==> config.mk <==
export PLATFORM = sky130hd
export DESIGN_NAME = memsel_decoder
export DESIGN_NICKNAME = d
export VERILOG_FILES = /design/src/rtl/memsel_pkg.sv /design/src/rtl/memsel_map_reg.sv /design/src/rtl/memsel_prio.sv /design/src/rtl/memsel_gate.sv /design/src/rtl/memsel_decoder.sv
export SDC_FILE = /design/constraint.sdc
export NUM_CORES = 1
export LEC_CHECK = 0
export CAP_MARGIN = 30
export CORE_AREA = 3 3 40 42
export DETAILED_ROUTE_END_ITERATION = 12
export DIE_AREA = 0 0 43 45
export HOLD_SLACK_MARGIN = 0.1
export PLACE_DENSITY_LB_ADDON = 0.15
export SYNTH_ARGS = -nofsm -noshare
export SYNTH_HDL_FRONTEND = slang
export SYNTH_HIERARCHICAL = 1
export SYNTH_SLANG_ARGS = --single-unit
==> constraint.sdc <==
create_clock -name clk -period 1.3 [get_ports clk]
set_input_delay 0.13 -clock clk [delete_from_list [all_inputs] [get_ports clk]]
set_output_delay 0.13 -clock clk [all_outputs]
set_load 0.005 [all_outputs]
==> src/rtl/memsel_pkg.sv <==
package memsel_pkg;

    localparam int MAP_W = 8;
    localparam logic [MAP_W-1:0] MAP_USED = 8'h9F;

    typedef struct packed {
        logic       pio_en;     // bit 7
        logic [1:0] spare;      // bits 6:5
        logic       main_data;  // bit 4
        logic       boot_data;  // bit 3
        logic       main_code;  // bit 2
        logic       boot_code;  // bit 1
        logic       sram_code;  // bit 0
    } map_t;

    typedef struct packed {
        logic sram;
        logic io;
        logic pio;
        logic boot;
        logic main;
    } hits_t;

    typedef struct packed {
        logic sram;
        logic io;
        logic pio;
        logic boot;
        logic main;
    } cs_t;

    typedef enum logic [2:0] {
        WIN_NONE, WIN_SRAM, WIN_IO, WIN_PIO, WIN_BOOT, WIN_MAIN
    } win_e;

    function automatic map_t map_clean(input logic [MAP_W-1:0] raw);
        return map_t'(raw & MAP_USED);
    endfunction

    function automatic cs_t win_to_cs(input win_e w);
        cs_t c;
        c = '0;
        case (w)
            WIN_SRAM: c.sram = 1'b1;
            WIN_IO:   c.io   = 1'b1;
            WIN_PIO:  c.pio  = 1'b1;
            WIN_BOOT: c.boot = 1'b1;
            WIN_MAIN: c.main = 1'b1;
            default:  c = '0;
        endcase
        return c;
    endfunction

endpackage

==> src/rtl/memsel_map_reg.sv <==
module memsel_map_reg
    import memsel_pkg::*;
#(
    parameter logic [MAP_W-1:0] RST_MAP = 8'h12
) (
    input  logic             clk,
    input  logic             rst,
    input  logic             wr_en,
    input  logic [MAP_W-1:0] wr_data,
    output map_t             map_q
);

    always_ff @(posedge clk) begin
        if (rst)        map_q <= map_clean(RST_MAP);
        else if (wr_en) map_q <= map_clean(wr_data);
    end


    spare_zero_chk: assert property (@(posedge clk) disable iff (rst)
        map_q.spare == 2'b00);


    write_lands_chk: assert property (@(posedge clk) disable iff (rst)
        ($past(wr_en) && !$past(rst)) |-> (map_q == ($past(wr_data) & MAP_USED)));

endmodule

==> src/rtl/memsel_prio.sv <==
module memsel_prio
    import memsel_pkg::*;
(
    input  logic  clk,
    input  logic  rst,
    input  hits_t hits,
    input  logic  pio_en,
    output win_e  win
);

    always_comb begin
        if (hits.sram)                 win = WIN_SRAM;
        else if (hits.io)              win = WIN_IO;
        else if (hits.pio && pio_en)   win = WIN_PIO;
        else if (hits.boot)            win = WIN_BOOT;
        else if (hits.main)            win = WIN_MAIN;
        else                           win = WIN_NONE;
    end


    boot_blocks_main_chk: assert property (@(posedge clk) disable iff (rst)
        hits.boot |-> (win != WIN_MAIN));


    pio_gate_chk: assert property (@(posedge clk) disable iff (rst)
        (win == WIN_PIO) |-> pio_en);

endmodule

==> src/rtl/memsel_gate.sv <==
module memsel_gate
    import memsel_pkg::*;
(
    input  logic clk,
    input  logic rst,
    input  win_e win,
    input  logic fetch,
    input  logic read,
    input  map_t map,
    output cs_t  cs
);

    logic allowed;

    always_comb begin
        case (win)
            WIN_SRAM: allowed = read | (fetch & map.sram_code);
            WIN_IO,
            WIN_PIO:  allowed = read;
            WIN_BOOT: allowed = (read & map.boot_data) | (fetch & map.boot_code);
            WIN_MAIN: allowed = (read & map.main_data) | (fetch & map.main_code);
            default:  allowed = 1'b0;
        endcase
        cs = allowed ? win_to_cs(win) : '0;
    end


    idle_quiet_chk: assert property (@(posedge clk) disable iff (rst)
        (!fetch && !read) |-> (cs == '0));


    denied_quiet_chk: assert property (@(posedge clk) disable iff (rst)
        (win == WIN_BOOT && !read && !map.boot_code) |-> (cs == '0));


    spare_unused_chk: assert property (@(posedge clk) disable iff (rst)
        map.spare == 2'b00);

endmodule

==> src/rtl/memsel_decoder.sv <==
module memsel_decoder
    import memsel_pkg::*;
#(
    parameter logic [MAP_W-1:0] RST_MAP = 8'h12
) (
    input  logic             clk,
    input  logic             rst,
    input  logic             hit_sram,
    input  logic             hit_io,
    input  logic             hit_pio,
    input  logic             hit_boot,
    input  logic             hit_main,
    input  logic             psen,
    input  logic             rd,
    input  logic             map_we,
    input  logic [MAP_W-1:0] map_wdata,
    output logic [MAP_W-1:0] map_rdata,
    output logic             cs_sram,
    output logic             cs_io,
    output logic             cs_pio,
    output logic             cs_boot,
    output logic             cs_main
);

    map_t  map_q;
    hits_t hits;
    win_e  win;
    cs_t   cs;

    assign hits = '{sram: hit_sram, io: hit_io, pio: hit_pio,
                    boot: hit_boot, main: hit_main};

    memsel_map_reg #(.RST_MAP(RST_MAP)) u_map (
        .clk(clk), .rst(rst), .wr_en(map_we), .wr_data(map_wdata), .map_q(map_q)
    );

    memsel_prio u_prio (
        .clk(clk), .rst(rst), .hits(hits), .pio_en(map_q.pio_en), .win(win)
    );

    memsel_gate u_gate (
        .clk(clk), .rst(rst), .win(win), .fetch(psen), .read(rd),
        .map(map_q), .cs(cs)
    );

    assign map_rdata = map_q;
    assign cs_sram   = cs.sram;
    assign cs_io     = cs.io;
    assign cs_pio    = cs.pio;
    assign cs_boot   = cs.boot;
    assign cs_main   = cs.main;


    one_select_chk: assert property (@(posedge clk) disable iff (rst)
        $onehot0({cs_sram, cs_io, cs_pio, cs_boot, cs_main}));


    main_lowest_chk: assert property (@(posedge clk) disable iff (rst)
        cs_main |-> (!hit_sram && !hit_io && !hit_boot));


    pio_needs_en_chk: assert property (@(posedge clk) disable iff (rst)
        cs_pio |-> (map_rdata[7] && rd));


    sram_fetch_chk: assert property (@(posedge clk) disable iff (rst)
        (cs_sram && !rd) |-> map_rdata[0]);

endmodule

After elaboration in Yosys (flattened, before gate mapping)
Cells that the tools add are included.

Word-level logic and storage cells: 33. Output and inout bits: 13. Register bits after elaboration: 6.

Equal/unequal tests: 5. Mux-type cells: 12. Reduce and logical (&&, ||, !) cells: 2. Bitwise gates (word level): 8.

Operators with widths (count): $mux W3 (5); $eq A3 B2 Y1 const B (2); $eq A3 B3 Y1 const B (2); $and A1 B1 Y1 (5); $mux W1 (5); $mux W5 (1); $pmux W1 S4 (1); $eq A3 B1 Y1 const B (1); $or A1 B1 Y1 (3); $reduce_or A2 Y1 (1); $logic_and A1 B1 Y1 (1).

Logic depth before layout (Yosys ltp)
Depth in word-level cells: 9. Depth in mapped cells: 4.

Cells and area by module
Netlist, hierarchy kept.

Modules (own cells, without submodules): memsel_map_reg (seq. area each 120.1 um^2, cells each 22, area each 235.2 um^2, times used 1); memsel_gate (seq. area each 0.0 um^2, cells each 9, area each 72.6 um^2, times used 1); memsel_prio (seq. area each 0.0 um^2, cells each 7, area each 47.5 um^2, times used 1).

Worst setup path after synthesis
Ideal clock, no wire load.

Path kind: flip-flop to output port. Start point: register u_map/map_q[7] (netlist name). End point: output port cs_sram. Cell stages (with the launch flop): 4. Data arrival time: 1.011 ns. Slack: 0.159 ns. Cells stage by stage: dfxtp_1 -> a22oi_1 -> o21bai_1 -> nor4b_1.

Longest elaborated chain between the ends: 8. Elaborated cells on any way between the ends: 13. Those cells by class: eq/ne: 5; mux: 6; reduce/logical: 2.

Ends and longest elaborated chain: $logic_and A1 B1 Y1 (*) (RTL line memsel_prio.sv:14) `else if (hits.pio && pio_en) win = WIN_PIO;`; $mux W3 (*) (RTL line memsel_prio.sv:14); $mux W3 (*) (RTL line memsel_prio.sv:13) `else if (hits.io) win = WIN_IO;`; $mux W3 (*) (RTL line memsel_prio.sv:12) `if (hits.sram) win = WIN_SRAM;`; via win[0] (RTL line memsel_decoder.sv:27) `win_e win;`; $eq A3 B2 Y1 (RTL line memsel_gate.sv:16) `case (win)`; $reduce_or A2 Y1 (RTL line memsel_gate.sv:16); $pmux W1 S4 (RTL line memsel_gate.sv:16); $mux W5 (*) (RTL line memsel_gate.sv:24) `cs = allowed ? win_to_cs(win) : '0;`; end: declaration (RTL line memsel_decoder.sv:18) `output logic cs_sram,`.

The timed path passes the listed nets; every way through them passes the cells marked *.

Final worst setup path
Start point: register u_map/map_q[7] (netlist name). End point: output port cs_sram.

Longest elaborated chain between the ends: 8. Elaborated cells on any way between the ends: 13. Those cells by class: eq/ne: 5; mux: 6; reduce/logical: 2.

Ends and longest elaborated chain (RTL line): $logic_and A1 B1 Y1 (*) (memsel_prio.sv:14); $mux W3 (*) (memsel_prio.sv:14); $mux W3 (*) (memsel_prio.sv:13); $mux W3 (*) (memsel_prio.sv:12); via win[2] (memsel_decoder.sv:27); $eq A3 B2 Y1 (memsel_gate.sv:16); $reduce_or A2 Y1 (memsel_gate.sv:16); $pmux W1 S4 (memsel_gate.sv:16); $mux W5 (*) (memsel_gate.sv:24).

Marked as above.

==> impl_metrics.env <==
export IMPL_synth_simple_area_share_pct=28.2
export IMPL_rows=13
export IMPL_cts_buffer_depth=2
export IMPL_detailed_place_hpwl_um=749
export IMPL_worst_setup_path_end_kind="output port"
export IMPL_ys_seq_area_share_pct=33.8
export IMPL_synthMuxAreaShare_pct=11.3
export IMPL_vias=440
export IMPL_crit_end="cs_sram"
export IMPL_use_met2_pct=21.0
export IMPL_insertion_delay_ns=0.23
export IMPL_fin_skew_ns=0
export IMPL_setup_viol_count_final=5
export IMPL_p_clk_share_pct=29.1
export IMPL_critPathMaxStageDelay_ns=0.37
export IMPL_startpoint_type="register"
export IMPL_crit_start="u_map/map_q[7]"
export IMPL_yosysUniqueCellTypes=20
export IMPL_drt_pre_antenna_iters=2
export IMPL_fin_total_pwr_mw=0.563
export IMPL_final_util_pct=62.0
export IMPL_crit_path_max_fanout=3
export IMPL_cp_buffers_inverters=3
export IMPL_p_int_mw=0.421
export IMPL_p_sw_share_pct=25.2
export IMPL_wl_per_cell_um=12.7
export IMPL_io_buffers=26
export IMPL_avgSynthCellArea_um2=9.35
export IMPL_r2r_cells=3
export IMPL_violations="negative setup slack"
export IMPL_final_nets=99
export IMPL_largest_reg_flops=6
export IMPL_fmax_mhz=622
export IMPL_root_buffer="clkbuf_4"
export IMPL_track_usage_pct=11.7
export IMPL_synth_top_area_share_pct=33.8
export IMPL_cellLeakagePower_nw=0.417
export IMPL_rsz0062_at_grt="true"
export IMPL_grt_pass1_wl_mm=1.70
export IMPL_cpLargestDelayFamily="simple AND/OR/NAND/NOR gates"
export IMPL_powerDensity_mw_per_mm2=706
export IMPL_cp_required_ns=1.17
export IMPL_synth_top_family_by_area="simple AND/OR/NAND/NOR gates"
export IMPL_grt_ovfl_total=0
export IMPL_h_tree_depth=1
export IMPL_clkSinkCount=6
export IMPL_yosys_top_cells_area="dfxtp_1, mux2i_1, a22oi_1, nor2_1, a211o_1"
export IMPL_n_antenna_cell=0
export IMPL_yosys_area_share_xor_xnor_pct=0
export IMPL_switchingPower_mw=0.142
export IMPL_busiest_layer="met2"
export IMPL_fillCellCount=114
export IMPL_cts_tree="done"
export IMPL_routabilityCongestion=0.729
export IMPL_vias_per_cell=4.68
export IMPL_status="finished, violations left"
export IMPL_synthToLayoutAreaGrowth_pct=124
export IMPL_r2r_setup_slack_ns=0.42
export IMPL_pwr_share_comb_pct=34.5
export IMPL_die_h_um=45
export IMPL_gr_usage_met3_pct=3.19
export IMPL_top_register="u_map/map_q"
export IMPL_drtIter0Drc=2
export IMPL_slew_violations=0
export IMPL_grt_max_degree=9
export IMPL_yosys_area_top_type="dfxtp_1"
export IMPL_synth_compound_area_share_pct=17.3
export IMPL_period_needed_ns=1.61
export IMPL_antenna_found_initial=0
export IMPL_setup_ws_ns=-0.307
export IMPL_seq_power_share_pct=36.4
export IMPL_hold_path_class="primary input to register"
export IMPL_drtAntennaViolNets=0
export IMPL_grt_pass1_vias=405
export IMPL_yosysWarnings=6
export IMPL_r2r_end="u_map/map_q[4]"
export IMPL_reg_top3="u_map/map_q x6"
export IMPL_cp_slowest_cell="dfxtp_4"
export IMPL_cts_hold_buf=0
export IMPL_timing_rr_start="u_map/map_q[4]"
export IMPL_cts_inserted_buffers=3
export IMPL_crit_chain="a21oi_4 > nor3b_4 > buf_4 > buf_6 > nor4b_4 > buf_2"
export IMPL_core_mm2=0.00128
export IMPL_worst_path_stages=6
export IMPL_dieArea_mm2=0.00194
export IMPL_period_share_pct=124
export IMPL_initial_core_util_pct=27.7
export IMPL_multi_input_area_um2=275
export IMPL_use_met1_pct=13.6
export IMPL_yosys_register_bits=6
export IMPL_seqCellArea_um2=128
export IMPL_synth_adder_area_share_pct=0
export IMPL_hold_viol_final=0
export IMPL_syn_inst=38
export IMPL_drive_gt1_share_pct=46.8
export IMPL_clk_pin_slew_ns=0.04
export IMPL_drv_cap=0
export IMPL_drt_total_wl_mm=1.19
export IMPL_drc=0
export IMPL_pin_count=31
export IMPL_netlist_area_um2=355
export IMPL_ir_drop_mv=0.399
export IMPL_cp_arrival_ns=1.48
export IMPL_path_class="register to output port"
export IMPL_hold_slack_ns=0.484
export IMPL_fp_dieW_um=43
[metal layers]
metal | part of all wire, % | wire length (µm) | vias up
met3 | 9.4 | 112 | 2
met1 | 37 | 440 | 201
li1 | - | - | 217
met2 | 52 | 619 | 20
met5 | 0 | 0 | -
met4 | 1.8 | 21 | 0
[area by class of cell]
| class | instances | area share (%) |
|---|---|---|
| repair buffers | 40 | 43.8 |
| flip-flops and latches | 6 | 16.0 |
| inverters | 1 | 0.471 |
| well taps | 15 | 2.35 |
| clock buffers | 3 | 2.83 |
| multi-input cells | 29 | 34.5 |
[power by group through the flow]
stage | sequential [mW] | combinational, mW | clock (mW)
floorplan | 0.209 | 0.0552 | 0
global placement | 0.206 | 0.161 | 0
detailed placement | 0.207 | 0.161 | 0
CTS | 0.205 | 0.182 | 0.175
global route | 0.206 | 0.207 | 0.188
finish | 0.205 | 0.194 | 0.164
[through the flow]
stage	setup TNS (ns)	setup slack [ns]	cell area [µm²]	instances
floorplan	0	0.159	359	39
finish	-1.07	-0.307	797	94
global placement	-2.97	-0.646	664	84
CTS	-1.35	-0.329	758	92
detailed placement	-3.13	-0.704	664	84
global route	-1.47	-0.359	797	94
[worst min path at each step]
stage	end	slack [ns]	cells after the start	from
4_1_cts	u_map/map_q[1]	0.48	2	map_wdata[1]
5_1_grt	u_map/map_q[1]	0.50	2	map_wdata[1]
3_3_place_gp	u_map/map_q[2]	0.58	3	u_map/map_q[2]
3_5_place_dp	u_map/map_q[2]	0.57	3	u_map/map_q[2]
2_1_floorplan	u_map/map_q[0]	0.20	1	rst
6_report	u_map/map_q[1]	0.48	2	map_wdata[1]
[what timing repair did]
| action | in CTS | in global routing |
|---|---|---|
| buffers inserted | 5 | 2 |
| endpoints found under the hold margin | 0 | 0 |
| endpoints found under the setup margin | 9 | 9 |
| pin swaps | 5 | 8 |
| resized for setup | 35 | 13 |
[synth_stat cells]
cell type and instances:
a211o_1 2, nor3b_1 1, buf_6 1, a21oi_2 1
nor3b_2 1, conb_1 1, a22oi_1 3, nand2_1 1
a21oi_1 1, nor2b_1 2, dfxtp_1 6, nor2_1 6
o21bai_1 1, nor4b_1 1, nor4b_2 1, mux2i_1 4
nor3_1 1, and4bb_2 1, buf_4 2, inv_1 1
[cells in the final DEF, fill, tap and decap left out]
master           synthesis  routed
buf_4                    2      13
clkdlybuf4s50_1          0      10
dlygate4sd2_1            0       6
dlymetal6s2s_1           0       5
nor2_1                   6       5
buf_2                    0       4
mux2i_1                  4       4
clkbuf_4                 0       3
dfxtp_2                  0       3
a22oi_1                  3       2
nor4b_4                  0       2
nor2b_1                  2       2
a211o_1                  2       2
conb_1                   1       2
dfxtp_1                  6       2
clkbuf_2                 0       1
nand2_2                  0       1
nor3_2                   0       1
nor3b_2                  1       1
and4bb_2                 1       1
a21oi_1                  1       1
buf_6                    1       1
dfxtp_4                  0       1
inv_1                    1       1
a22oi_2                  0       1
o21bai_2                 0       1
a21oi_4                  0       1
nor2_4                   0       1
nor3b_4                  0       1
[cells by family after synthesis]
group,count (synthesis)
AO/OA/AOI/OAI,8
buffers and inverters,4
other,1
AND/OR/NAND/NOR,15
multiplexers,4
flip-flops,6
Note: power is estimated with default switching activity, not from simulation.
